[config.mk]
export PLATFORM = sky130hd
export DESIGN_NAME = freq_acq_ctrl
export DESIGN_NICKNAME = d
export VERILOG_FILES = /design/src/rtl/freq_acq_pkg.sv /design/src/rtl/freq_acq_edge.sv /design/src/rtl/freq_acq_err_class.sv /design/src/rtl/freq_acq_step_ctrl.sv /design/src/rtl/freq_acq_code_reg.sv /design/src/rtl/freq_acq_ctrl.sv
export SDC_FILE = /design/constraint.sdc
export NUM_CORES = 1
export LEC_CHECK = 0
export ABC_AREA = 0
export BUFFER_PORTS_ARGS = -buffer_cell sky130_fd_sc_hd__clkbuf_2
export CORE_MARGIN = 2
export CORE_UTILIZATION = 45
export CTS_BUF_LIST = sky130_fd_sc_hd__clkbuf_16
export DETAILED_ROUTE_END_ITERATION = 6
export PLACE_DENSITY_LB_ADDON = 0.2
export SYNTH_ARGS = -nofsm -noshare
export SYNTH_HDL_FRONTEND = slang
export SYNTH_SLANG_ARGS = --single-unit
[constraint.sdc]
create_clock -name clk_i -period 3.5 [get_ports clk_i]
set_input_delay 0.175 -clock clk_i [delete_from_list [all_inputs] [get_ports clk_i]]
set_output_delay 0.175 -clock clk_i [all_outputs]
set_load 0.1 [all_outputs]
[src/rtl/freq_acq_pkg.sv]
package freq_acq_pkg;
  typedef enum logic [1:0] {
    ST_IDLE   = 2'd0,
    ST_SEARCH = 2'd1,
    ST_LOCKED = 2'd2
  } acq_state_e;

  typedef struct packed {
    logic in_lock;
    logic fine;
    logic below;
  } err_class_t;
endpackage

[src/rtl/freq_acq_edge.sv]
module freq_acq_edge (
  input  logic clk_i,
  input  logic rst_ni,
  input  logic lvl_i,
  output logic rise_o
);
  logic lvl_q;

  always_ff @(posedge clk_i or negedge rst_ni) begin
    if (!rst_ni) lvl_q <= 1'b0;
    else         lvl_q <= lvl_i;
  end

  assign rise_o = lvl_i & ~lvl_q;
endmodule

[src/rtl/freq_acq_err_class.sv]
module freq_acq_err_class
  import freq_acq_pkg::*;
#(
  parameter int ERR_W    = 16,
  parameter int LOCK_PPM = 250,
  parameter int FINE_PPM = 2000
) (
  input  logic [ERR_W-1:0] err_i,
  output err_class_t       class_o
);
  localparam int EXT_W = ERR_W + 1;
  localparam logic [EXT_W-1:0] LOCK_L = EXT_W'(LOCK_PPM);

  logic [EXT_W-1:0] ext;
  logic [EXT_W-1:0] mag;

  // one extra bit keeps the most negative value's magnitude exact
  assign ext = {err_i[ERR_W-1], err_i};
  assign mag = ext[EXT_W-1] ? (~ext + 1'b1) : ext;

  assign class_o.in_lock = (mag <= LOCK_L);
  assign class_o.below   = ~err_i[ERR_W-1] & (|err_i);

  generate
    if (FINE_PPM > 0) begin : g_fine
      localparam logic [EXT_W-1:0] FINE_L = EXT_W'(FINE_PPM);
      assign class_o.fine = (mag < FINE_L);
    end else begin : g_no_fine
      assign class_o.fine = 1'b0;
    end
  endgenerate
endmodule

[src/rtl/freq_acq_step_ctrl.sv]
module freq_acq_step_ctrl #(
  parameter int CODE_W = 10
) (
  input  logic              clk_i,
  input  logic              rst_ni,
  input  logic              load_i,
  input  logic              shrink_i,
  output logic [CODE_W-1:0] step_o
);
  localparam logic [CODE_W-1:0] STEP_INIT = {1'b1, {(CODE_W-1){1'b0}}};
  localparam logic [CODE_W-1:0] STEP_MIN  = {{(CODE_W-1){1'b0}}, 1'b1};

  logic [CODE_W-1:0] step_q;

  always_ff @(posedge clk_i or negedge rst_ni) begin
    if (!rst_ni)                            step_q <= STEP_INIT;
    else if (load_i)                        step_q <= STEP_INIT;
    else if (shrink_i && step_q > STEP_MIN) step_q <= step_q >> 1;
  end

  assign step_o = step_q;
endmodule

[src/rtl/freq_acq_code_reg.sv]
module freq_acq_code_reg #(
  parameter int CODE_W = 10
) (
  input  logic              clk_i,
  input  logic              rst_ni,
  input  logic              clear_i,
  input  logic              raise_i,
  input  logic              retract_i,
  input  logic [CODE_W-1:0] step_i,
  output logic [CODE_W-1:0] code_o
);
  localparam logic [CODE_W-1:0] CODE_MAX = '1;

  logic [CODE_W-1:0] code_q;
  logic [CODE_W-1:0] base_q;  // last code known below target
  logic [CODE_W:0]   sum;
  logic [CODE_W-1:0] sat;

  assign sum = {1'b0, code_q} + {1'b0, step_i};
  assign sat = sum[CODE_W] ? CODE_MAX : sum[CODE_W-1:0];

  always_ff @(posedge clk_i or negedge rst_ni) begin
    if (!rst_ni) begin
      code_q <= '0;
      base_q <= '0;
    end else if (clear_i) begin
      code_q <= '0;
      base_q <= '0;
    end else if (raise_i) begin
      base_q <= code_q;
      code_q <= sat;
    end else if (retract_i) begin
      code_q <= base_q;
    end
  end

  assign code_o = code_q;
endmodule

[src/rtl/freq_acq_ctrl.sv]
module freq_acq_ctrl
  import freq_acq_pkg::*;
#(
  parameter int CODE_W   = 10,
  parameter int ERR_W    = 16,
  parameter int LOCK_PPM = 250,
  parameter int FINE_PPM = 2000
) (
  input  logic              clk_i,
  input  logic              rst_ni,
  input  logic              lol_i,
  input  logic              err_valid_i,
  input  logic [ERR_W-1:0]  err_i,
  output logic [CODE_W-1:0] code_o,
  output logic              busy_o,
  output logic              handoff_o
);
  acq_state_e        state_q, state_d;
  err_class_t        err_cls;
  logic              lol_start;
  logic              meas;
  logic              raise;
  logic              retract;
  logic              shrink;
  logic [CODE_W-1:0] step;

  freq_acq_edge u_edge (
    .clk_i  (clk_i),
    .rst_ni (rst_ni),
    .lvl_i  (lol_i),
    .rise_o (lol_start)
  );

  freq_acq_err_class #(
    .ERR_W    (ERR_W),
    .LOCK_PPM (LOCK_PPM),
    .FINE_PPM (FINE_PPM)
  ) u_cls (
    .err_i   (err_i),
    .class_o (err_cls)
  );

  // a start outranks any measurement in the same cycle
  assign meas    = (state_q == ST_SEARCH) & err_valid_i & ~lol_start;
  assign raise   = meas & ~err_cls.in_lock & err_cls.below;
  assign retract = meas & ~err_cls.in_lock & ~err_cls.below;
  assign shrink  = retract | (raise & err_cls.fine);

  freq_acq_step_ctrl #(
    .CODE_W (CODE_W)
  ) u_step (
    .clk_i    (clk_i),
    .rst_ni   (rst_ni),
    .load_i   (lol_start),
    .shrink_i (shrink),
    .step_o   (step)
  );

  freq_acq_code_reg #(
    .CODE_W (CODE_W)
  ) u_code (
    .clk_i     (clk_i),
    .rst_ni    (rst_ni),
    .clear_i   (lol_start),
    .raise_i   (raise),
    .retract_i (retract),
    .step_i    (step),
    .code_o    (code_o)
  );

  always_comb begin
    state_d = state_q;
    if (lol_start)                   state_d = ST_SEARCH;
    else if (meas && err_cls.in_lock) state_d = ST_LOCKED;
  end

  always_ff @(posedge clk_i or negedge rst_ni) begin
    if (!rst_ni) state_q <= ST_IDLE;
    else         state_q <= state_d;
  end

  assign busy_o    = (state_q == ST_SEARCH);
  assign handoff_o = (state_q == ST_LOCKED);
endmodule

# Word-level counts from Yosys, hierarchy flattened
# Index checks and enable logic that the tools add are counted.
dict set report classes {
  add_sub_neg 2
  order_cmp 3
  eq_ne 2
  n_mux 11
  n_bitwise 15
  reduce_logical 7
}
# cell count
set ops {}
lappend ops {{$mux 10} 8}
lappend ops {{$add 17x1->17 const B} 1}
lappend ops {{$le 17x8->1 const B} 1}
lappend ops {{$lt 17x11->1 const B} 1}
lappend ops {{$mux 17} 1}
lappend ops {{$not 17->17} 1}
lappend ops {{$reduce_or 16->1} 1}
lappend ops {{$add 10x10->11} 1}
lappend ops {{$gt 10x1->1 const B} 1}
lappend ops {{$and 1x1->1} 8}
lappend ops {{$reduce_bool 2->1} 3}
lappend ops {{$not 1->1} 5}
lappend ops {{$mux 2} 2}
lappend ops {{$reduce_bool 3->1} 1}
lappend ops {{$eq 2x1->1 const B} 1}
lappend ops {{$eq 2x2->1 const B} 1}
lappend ops {{$logic_and 1x1->1} 2}
lappend ops {{$or 1x1->1} 1}
dict set report totals {
  ff_bits 33
  word_cells 45
}

# Logic depth before layout (Yosys ltp)
# Gate-level depths: netlist of the first run.
dict set report depth {
  ltp_word 12
  ltp_mapped 10
}

# Cells and area by module
# Synthesis of the first run repeated with hierarchy kept, for this count alone.
dict set report unflattened {
  hier_cells 266
  area_unflattened_um2 2488.6
}
# mod instances cells_each area_per_inst_um2
set modules_own_cells {}
lappend modules_own_cells {freq_acq_code_reg 1 133 1376.3}
lappend modules_own_cells {freq_acq_err_class 1 78 500.5}
lappend modules_own_cells {freq_acq_step_ctrl 1 37 431.7}
lappend modules_own_cells {freq_acq_ctrl 1 16 141.4}
lappend modules_own_cells {freq_acq_edge 1 2 38.8}

# Worst setup path after synthesis of the first run
# OpenSTA, ideal clock, no wires.
dict set report synth_timing {
  path_kind {reg2reg}
  startpoint {reg state_q[1]}
  endpoint {reg u_step.step_q[9], in the netlist u_step.step_o[9]}
  setup_ps 77
  arrival_time_ps 2818
  setup_slack_ps 605
  stages_incl_launch_ff 6
  synth_period_minus_slack_ps 2895
  path_cell_list {dfrtp_1 nor2b_1 nand2_1 or4_1 buf_6 a21o_1}
}
dict set report synth_between {
  elab_chain_len 9
}
# element line
set synth_lines {}
lappend synth_lines {{from (decl)} freq_acq_ctrl.sv:18} ;# acq_state_e state_q, state_d;
lappend synth_lines {{from (signal assigned)} freq_acq_ctrl.sv:79} ;# else state_q <= state_d;
lappend synth_lines {{$eq 2x1->1 (*)} n/a}
lappend synth_lines {{net busy_o} freq_acq_ctrl.sv:15} ;# output logic busy_o,
lappend synth_lines {{$and 1x1->1 (*) (2 in series)} freq_acq_ctrl.sv:44} ;# assign meas = (state_q == ST_SEARCH) & err_valid_i & ~lol_start;
lappend synth_lines {{$and 1x1->1 (*)} {freq_acq_ctrl.sv:45, freq_acq_ctrl.sv:46}}
lappend synth_lines {{$and 1x1->1} freq_acq_ctrl.sv:45} ;# assign raise = meas & ~err_cls.in_lock & err_cls.below;
lappend synth_lines {{$and 1x1->1} freq_acq_ctrl.sv:47} ;# assign shrink = retract | (raise & err_cls.fine);
lappend synth_lines {{$or 1x1->1 (*)} freq_acq_ctrl.sv:47}
lappend synth_lines {{$logic_and 1x1->1 (*)} freq_acq_step_ctrl.sv:18} ;# else if (shrink_i && step_q > STEP_MIN) step_q <= step_q >> 1;
lappend synth_lines {{$reduce_bool 2->1 (no line) (*)} n/a}
lappend synth_lines {{to (signal assigned)} freq_acq_step_ctrl.sv:18}
lappend synth_lines {{to (decl)} freq_acq_step_ctrl.sv:13} ;# logic [CODE_W-1:0] step_q;
# The timed path passes the listed nets; every way through them passes the cells marked *.
# A chain may end at the register's enable or synchronous reset.

# Worst setup path after layout of the first run
dict set report layout_timing {
  startpoint {in err_i[10]}
  endpoint {reg u_step.step_q[0], in the netlist u_step.step_o[0]}
}
dict set report layout_between {
  elab_chain_len 11
}
# element line
set layout_lines {}
lappend layout_lines {{from (decl)} freq_acq_ctrl.sv:13} ;# input logic [ERR_W-1:0] err_i,
lappend layout_lines {{$not 17->17} freq_acq_err_class.sv:19} ;# assign mag = ext[EXT_W-1] ? (~ext + 1'b1) : ext;
lappend layout_lines {{$add 17x1->17} freq_acq_err_class.sv:19}
lappend layout_lines {{$mux 17} freq_acq_err_class.sv:19}
lappend layout_lines {{$le 17x8->1} freq_acq_err_class.sv:21} ;# assign class_o.in_lock = (mag <= LOCK_L);
lappend layout_lines {{$not 1->1} {freq_acq_ctrl.sv:45, freq_acq_ctrl.sv:46}}
lappend layout_lines {{$and 1x1->1} {freq_acq_ctrl.sv:45, freq_acq_ctrl.sv:46}}
lappend layout_lines {{$and 1x1->1} freq_acq_ctrl.sv:45}
lappend layout_lines {{$and 1x1->1} freq_acq_ctrl.sv:47}
lappend layout_lines {{$or 1x1->1 (*)} freq_acq_ctrl.sv:47}
lappend layout_lines {{$logic_and 1x1->1 (*)} freq_acq_step_ctrl.sv:18}
lappend layout_lines {{$reduce_bool 2->1 (no line) (*)} n/a}
# Every way passes the cells marked *; elsewhere a longest branch is shown, timed or not.

==> summary.md, run 1 <==
| Metric | Value |
|---|---|
| Status | finished with violations |
| Failing checks | hold timing |
| Period utilization | 77.4% |
| Maximum capacitance violations | 0 |
| Count leader, synth | dfrtp_1 |
| TritonRoute pass-1 iters | 5 |
| Gate Count Post-Synth | 277 |
| Clock-pin transition on the worst setup and hold timing paths | 60 ps |
| Syn Nets | 309 |
| Mean Syn Cell Area | 8.60 sq um |
| Top Ports | 32 |
| Metal-1 WL | 2850 microns |
| Critical Path Stages | 8 |
| Die W | 76.8 microns |
| Gr ovfl total | 0 |
| Worst path max stage delay | 540 ps |
| Largest area contributor in the netlist | dfrtp_1 |
| Drt total wl | between 5000 and 6000 microns |
| Reg2Reg Depth | 8 |
| Leakage | roughly 0.0013 uW |
| Drt drc | 0 |
| Vias post-DR | between 2000 and 2500 |
| Yosys reg bits | 33 |
| Final Skew | 5.32 ps |
| Slowest CP cell | or4_1 |
| Top_reg_cell synth | dfrtp_1 |
| CTS Hold Bufs | 0 |
| Post-synth EDFFs | 0 |
| Drt via density | roughly 5.7 |
| Placer Congestion | 0.800 |
| Worst Max-Slew Pin Slew | 832 ps |
| Final Max Tran Viols | 0 |
| Setup TNS Final | 0 ps |
| Ys async rst share | 100% |
| Delay-heaviest family, CP | simple AND/OR/NAND/NOR gates |
| Core area | 5110 sq um |
| Top sig layer | met4 |
| Slew margin rel. | 44.5% |
| Die area | 5900 sq um |
| Top cells by count, synth | 32 x dfrtp_1, 31 x nand2_1, 20 x mux2i_1 |
| Ratio of cells with drive above 1 in the final layout | approximately 16% |
| Pwr dens | 496 nW/um^2 |
| Area contributors post-synth | dfrtp_1 34%, mux2i_1 8.4%, ha_1 5.8% |
| Clock Path Buffers | 2 |
| Non-Filler Instances | between 300 and 400 |
| # setup viols final | 0 |
| Complex-gate fraction of the synthesized area | between 20% and 30% |
| Netlist cell types | 48 |
| Post-CTS setup buffers | 0 |
| Req. time, crit path | 3700 ps |
| Final hold viol count | 32 |
| CP Data Arrival Time | 2910 ps |
| Ant. Diodes | 0 |
| Post-synthesis simple-gate area fraction | 21.2% |
| Initial DRC Count | between 200 and 250 |
| Min Tclk post-route | 2710 ps |
| Worst vdd rail ir drop | 0.000440 V |
| CP Max Fanout | 11 |
| Routed length per instance | ~15 microns |
| WS Path Type | primary input to register |
| Initial antenna violation count | 0 |
| Starting Density | 46.7% |
| Unrepaired setup endpoints after global routing | no |
| Fillcell total | 480 |
| Worst-path cell chain | clkbuf_2, nor3_1, nand4_1, o41ai_1, and3_1, o2111a_1, or4_1, mux2i_1 |
| Placed insts | roughly 370 |
| Vias in the first global route | 2032 |
| CTS tree | built |
| Post-Syn Area | 2380 sq um |
| Post-synthesis mux area share | 8.40% |
| First-pass GRT wire length | 9810 microns |
| Hold Path Class | primary input to asynchronous set/reset pin |
| Largest family of logic cells by synthesized area | simple AND/OR/NAND/NOR gates |
| PostCTS Resize Cnt | 0 |
| CP endpoint kind | register |
| Pin count of the biggest net entering global routing | 34 |
| Layout area overhead | 15.0% |
| Routed met3 length | ~370 microns |
| Tot GR Track Use | a little over a fifth |
| Die Ht | 76.8 microns |
| Startpoint types | primary input |
| Yosys top cell area share | 33.6% |
| Worst Hold Slack | -19.9 ps |
| CTS buffer count | 5 |
| Root Buffer | clkbuf_16 |
| Final Power | 1360 uW |
| Synth Area in Adders | 6.61% |
| Yosys Warn Count | 0 |
| Final ANT Viol Nets | 0 |
| Worst skew pair latency | approximately 280 ps |
| Crit path buffers/inverters | 1 |
| Post-Synth XOR/XNOR Area | 3.31% |
| H-tree level count | 2 |
| Routed length on met2 | approximately 2500 microns |
| Clock sinks | 33 |
| FMAX | 369 MHz |
| Fin nets | around 340 |
| DP Wirelength | around 4200 microns |
| Sequential element share of the synthesized area | 34.7% |
| Port Buffers | 31 |
| Post-DP Area | 2600 sq um |
| Final Instance Area | around 2700 sq um |
| FP Rows | 26 |
==> registers in the layout (all words and copies together) (netlist names) <==
register,count
state_q,2
u_code.code_o,10
u_step.step_o,10
u_code.base_q,10
u_edge.lvl_q,1
==> cells by family (layout without fill, tap and decap cells) <==
logic type	Yosys count	count (layout)
AO/OA/AOI/OAI	73	73
XOR/XNOR	9	9
adder cells (fa/ha/maj)	12	12
buffers and inverters	31	61
flip-flops	33	33
multiplexers	20	20
AND/OR/NAND/NOR	99	99
==> layer usage <==
layer	track usage (%)	vias to the layer above
met3	5.18	9
met2	31.3	66
li1	-	1080
met4	6.91	0
met5	0	-
met1	29.5	1002
==> cell type report <==
type,instances,area (sq um),share of cell area [%]
flip-flops and latches,33,827,30.2
multi-input cells,213,1430,52.2
clock buffers,5,125,4.57
inverters,18,67.6,2.47
well taps,70,87.6,3.20
repair buffers,35,185,6.76
clock inverters,3,17.5,0.639
==> worst register-to-register path, stage by stage (launching register included) <==
cell and delay, ps:
dfrtp_1 440, ha_1 400, and2_1 180, o21ai_0 200
nand3_1 180, a41oi_1 690, o211ai_1 230, o2111ai_1 150
a21oi_1 90
==> through the flow <==
step                setup WS [ps]  utilization (%)
detailed placement            471             50.9
finish                        792             53.7
global route                  577             53.7
CTS                           780             53.7
global placement              557             50.9
floorplan                     605                -
==> report_power, final <==
part           total, uW  switching [uW]  internal, uW
clock                430             169           261
combinational        457             327           130
sequential           472            45.2           426
total               1360             541           817
==> worst paths after layout <==
| path | start | to | slack, ps |
|---|---|---|---|
| worst min register to register | state_q[1] | state_q[1] | 510 |
| worst max register to register | u_code.code_o[4] | u_code.code_o[8] | 810 |
| worst max-delay path | err_i[10] | u_step.step_o[0] | 790 |
| min in group clk_i | lol_i | u_edge.lvl_q | 30 |
| worst min-delay path | rst_ni | u_code.base_q[0] | -20 |
| max in group asynchronous | rst_ni | u_code.code_o[7] | 2990 |
==> layout by cell type, fill, tap and decap left out, types with 2 or more instances in the layout <==
cell type,Yosys,routed
nor2_1,16,16
nand3_1,10,10
clkinv_2,0,2
ha_1,11,11
clkbuf_2,0,31
and3_1,2,2
a31oi_1,7,7
nand2b_1,2,2
or3_1,2,2
clkbuf_16,0,5
a21oi_1,15,15
o21ai_0,17,17
o31ai_1,3,3
nor4b_1,2,2
o2111a_1,2,2
buf_4,0,4
nor3_1,7,7
a211oi_1,2,2
xor2_1,5,5
inv_1,18,18
nor2b_1,9,9
nand4_1,4,4
and2_1,3,3
a21boi_0,2,2
mux2i_1,20,20
xnor2_1,4,4
nand2_1,31,31
nor4_1,3,3
a21o_1,2,2
o211ai_1,3,3
o2111ai_1,11,11
nand3b_1,3,3
dfrtp_1,32,32
No activity file was read; power rests on OpenSTA's default activity.
==> inputs of run 2 (changes only) <==
--- a/config.mk
+++ b/config.mk
@@ -5,7 +5,7 @@
 export SDC_FILE = /design/constraint.sdc
 export NUM_CORES = 1
 export LEC_CHECK = 0
-export ABC_AREA = 0
+export ABC_AREA = 1
 export BUFFER_PORTS_ARGS = -buffer_cell sky130_fd_sc_hd__clkbuf_2
 export CORE_MARGIN = 2
 export CORE_UTILIZATION = 45
==> constraint.sdc (replaced) <==
create_clock -name clk_i -period 2.6 [get_ports clk_i]
set_input_delay 0.13 -clock clk_i [delete_from_list [all_inputs] [get_ports clk_i]]
set_output_delay 0.13 -clock clk_i [all_outputs]
set_load 0.1 [all_outputs]
==> summary.md, run 2 <==
| Metric | Value |
|---|---|
| Gate Count Post-Synth | 387 (+40%) |
| Post-synth EDFFs | 0 (unchanged) |
| Min Tclk post-route | roughly 2200 ps |
| Netlist cell types | 37 (-23%) |
| Pin count of the biggest net entering global routing | 34 (unchanged) |
| Most common cell after layout, fill and taps aside | nand2_1 |
| Tot GR Track Use | 19.5% (-1.4 points) |
| First-pass GRT wire length | 10100 microns (+2.6%) |
| Starting Density | 47.4% (+0.70 points) |
| CP endpoint kind | register |
| Die area | 6530 sq um (+11%) |
| Clock Path Buffers | 2 (unchanged) |
| Drt drc | 0 (unchanged) |
| Startpoint types | register |
| Sequential element share of the synthesized area | 31.1% (-3.6 points) |
| Gate power share | 31.1% (-2.6 points) |
| Yosys reg bits | 33 (unchanged) |
| Port Buffers | 31 (unchanged) |
| Gr ovfl total | 0 (unchanged) |
| # setup viols final | 0 (unchanged) |
| Top_reg_cell synth | dfrtp_1 |
| Worst Max-Slew Pin Slew | 807 ps (-25.5 ps) |
| Hold Path Class | primary input to register |
| Routed length per instance | 12.2 microns (-22%) |
| Final Instance Area | 3010 sq um (+10%) |
| Worst Hold Slack | 206 ps (+226 ps) |
| Req. time, crit path | 2770 ps (-930 ps) |
| Fillcell total | 593 (+24%) |
| TritonRoute pass-1 iters | 4 (-1) |
| Status | finished clean |
| Internal | 1040 uW (+28%) |
| Drt via density | 5.07 (-11%) |
| Final Skew | 6.58 ps (+1.25 ps) |
| Sequential share of power | 35.6% (+0.9 points) |
| Unrepaired setup endpoints after global routing | no |
| Maximum capacitance violations | 0 (unchanged) |
| CTS buffer count | 5 (unchanged) |
| FMAX | 462 MHz |
| Worst vdd rail ir drop | 0.000341 V (-23%) |
| Ant. Diodes | 0 (unchanged) |
| GRT Max-Usage Layer | met2 |
| FP Rows | 27 (+3.8%) |
| Post-Syn Area | 2660 sq um (+11%) |
| Root Buffer | clkbuf_16 |
| Reg2Reg Setup Slack | 440 ps (-370 ps) |
| Initial DRC Count | 123 (-40%) |
| Post-DP Area | 2850 sq um (+9.8%) |
| Sw Ratio | 37.2% (-2.6 points) |
| Ratio of cells with drive above 1 in the final layout | 18.5% (+2.9 points) |
| Die Ht | 80.8 microns (+5.3%) |
| Core area | 5610 sq um (+9.8%) |
| Area contributors post-synth | dfrtp_1 30%, nand2_1 18%, nand3_1 7.5% |
| Top Ports | 32 (unchanged) |
| Clock-pin transition on the worst setup and hold timing paths | 50 ps (about the same) |
| Pwr dens | 551 nW/um^2 (+11%) |
| Mean Syn Cell Area | 6.86 sq um (-20%) |
| Die W | 80.8 microns (+5.3%) |
| GR Util met2 | 35.0% (+3.6 points) |
| Slew margin rel. | 46.2% (+1.7 points) |
| Layout area overhead | 13.4% |
| Top cells by count, synth | 128 x nand2_1, 43 x inv_1, 40 x nand3_1 |
| Ys async rst share | 100% (unchanged) |
| Yosys top cell area share | 30.1% (-3.4 points) |
| P_sw | 618 uW (+14%) |
| M1 GR Usage | 24.5% (-5.0 points) |
| Clock power frac | 33.3% (+1.7 points) |
| Met3 usage | 2.33% (-2.8 points) |
| CP Max Fanout | 6 (-5) |
| WS Path Type | register to register |
| DP Wirelength | 4740 microns (+12%) |
| Period utilization | 83.2% |
| Final hold viol count | 0 (-100%) |
| Fin nets | 452 (+34%) |
| Fin util | 53.7% (+0.076 points) |
| Final ANT Viol Nets | 0 (unchanged) |
| H-tree level count | 2 (unchanged) |
| Yosys Warn Count | 0 (unchanged) |
| Vias post-DR | 2500 (+16%) |
| Syn Nets | 419 (+36%) |
| Setup TNS Final | 0 ps (unchanged) |
| CP Data Arrival Time | 2330 ps (-580 ps) |
| Placer Congestion | 0.863 (+7.9%) |
| Count leader, synth | nand2_1 |
| Initial antenna violation count | 0 (unchanged) |
| Final Power | 1660 uW (+22%) |
| Clock sinks | 33 (unchanged) |
| Vias in the first global route | 2264 (+11%) |
| Drt total wl | 5990 microns (+2.6%) |
| Final Max Tran Viols | 0 (unchanged) |
| CTS tree | built |
| Worst skew pair latency | 280 ps (about the same) |
| Leakage | 0.00169 uW (+29%) |
| Highest-count cells in the layout ignoring fill and taps | 128 x nand2_1, 44 x inv_1, 40 x nand3_1, 31 x clkbuf_2 |
| Largest area contributor in the netlist | dfrtp_1 |
==> run 2: cell types whose count changed after synthesis, moves of 11 or more <==
cell | before | now
inv_1 | 18 | 43
mux2i_1 | 20 | 0
nand2_1 | 31 | 128
nand3_1 | 10 | 40
nor2_1 | 16 | 30
o2111ai_1 | 11 | 0
==> run 2: worst paths after layout <==
check	from	to	cells past startpoint
max in group asynchronous	rst_ni	u_code.code_o[7]	2
setup / recovery	u_code.code_o[3]	u_code.code_o[2]	12
hold / removal	err_valid_i	state_q[1]	3
min in group asynchronous	rst_ni	u_code.code_o[6]	2
setup reg to reg	u_code.code_o[3]	u_code.code_o[2]	12
hold reg to reg	u_step.step_o[9]	u_step.step_o[9]	2
==> run 2: cell families after synthesis <==
| kind of cell | share of synthesized area (%) |
|---|---|
| and+or+nand+nor | 42.1 |
| DFF | 31.1 |
| xor gates and xnor gates | 2.31 |
| AOI/OAI and AO/OA | 8.38 |
| buffers and inverters | 10.1 |
| adders and majority gates | 5.93 |
==> run 2: metal layers <==
metal  up-vias  part of all wire (%)  routed length [microns]
li1       1317                     -                        -
met1      1136                    46                     2730
met2        40                    50                     3020
met3         7                   2.7                      163
met4         0                   1.4                       81
met5         -                     0                        0
==> run 2: repair_timing <==
item	in CTS	in global routing
resized for setup	0	0
hold buffers	2	0
hold endpoints to repair	33	0
setup buffers	0	0
endpoints found under the setup margin	0	0
==> run 2: power by group through the flow <==
stage                     Combinational [uW]  Sequential (uW)  Clock [uW]
after CTS                                519              592         563
after detailed placement                 514              601           0
final                                    516              592         552
after floorplan                          284              710           0
after global routing                     571              596         593
after global placement                   511              601           0
==> run 2: final cells by class <==
type | instances | area (sq um) | area share, %
Clock buffer | 5 | 125 | 4.15
Clock inverter | 3 | 15.0 | 0.498
Inverter | 47 | 176 | 5.86
Multi-Input combinational cell | 295 | 1560 | 51.9
Sequential cell | 33 | 831 | 27.6
Tap cell | 72 | 90.1 | 2.99
Timing Repair Buffer | 38 | 213 | 7.06
==> run 2: metrics by stage <==
stage / worst slack [ps] / instances
floorplan: 4.30 / 387
global placement: 302 / 483
detailed placement: 237 / 483
CTS: 466 / 493
global route: 255 / 493
finish: 437 / 493
==> run 2: worst max-delay path: stages, from the launching register on <==
cell,delay [ps]
dfrtp_2,430
ha_1,350
a21oi_1,200
o21ai_0,140
nand2_1,80
nand2_1,50
a31oi_1,230
buf_4,190
o21ai_0,100
nand4_1,100
nand2_1,60
nand2_1,50
nand2_1,50
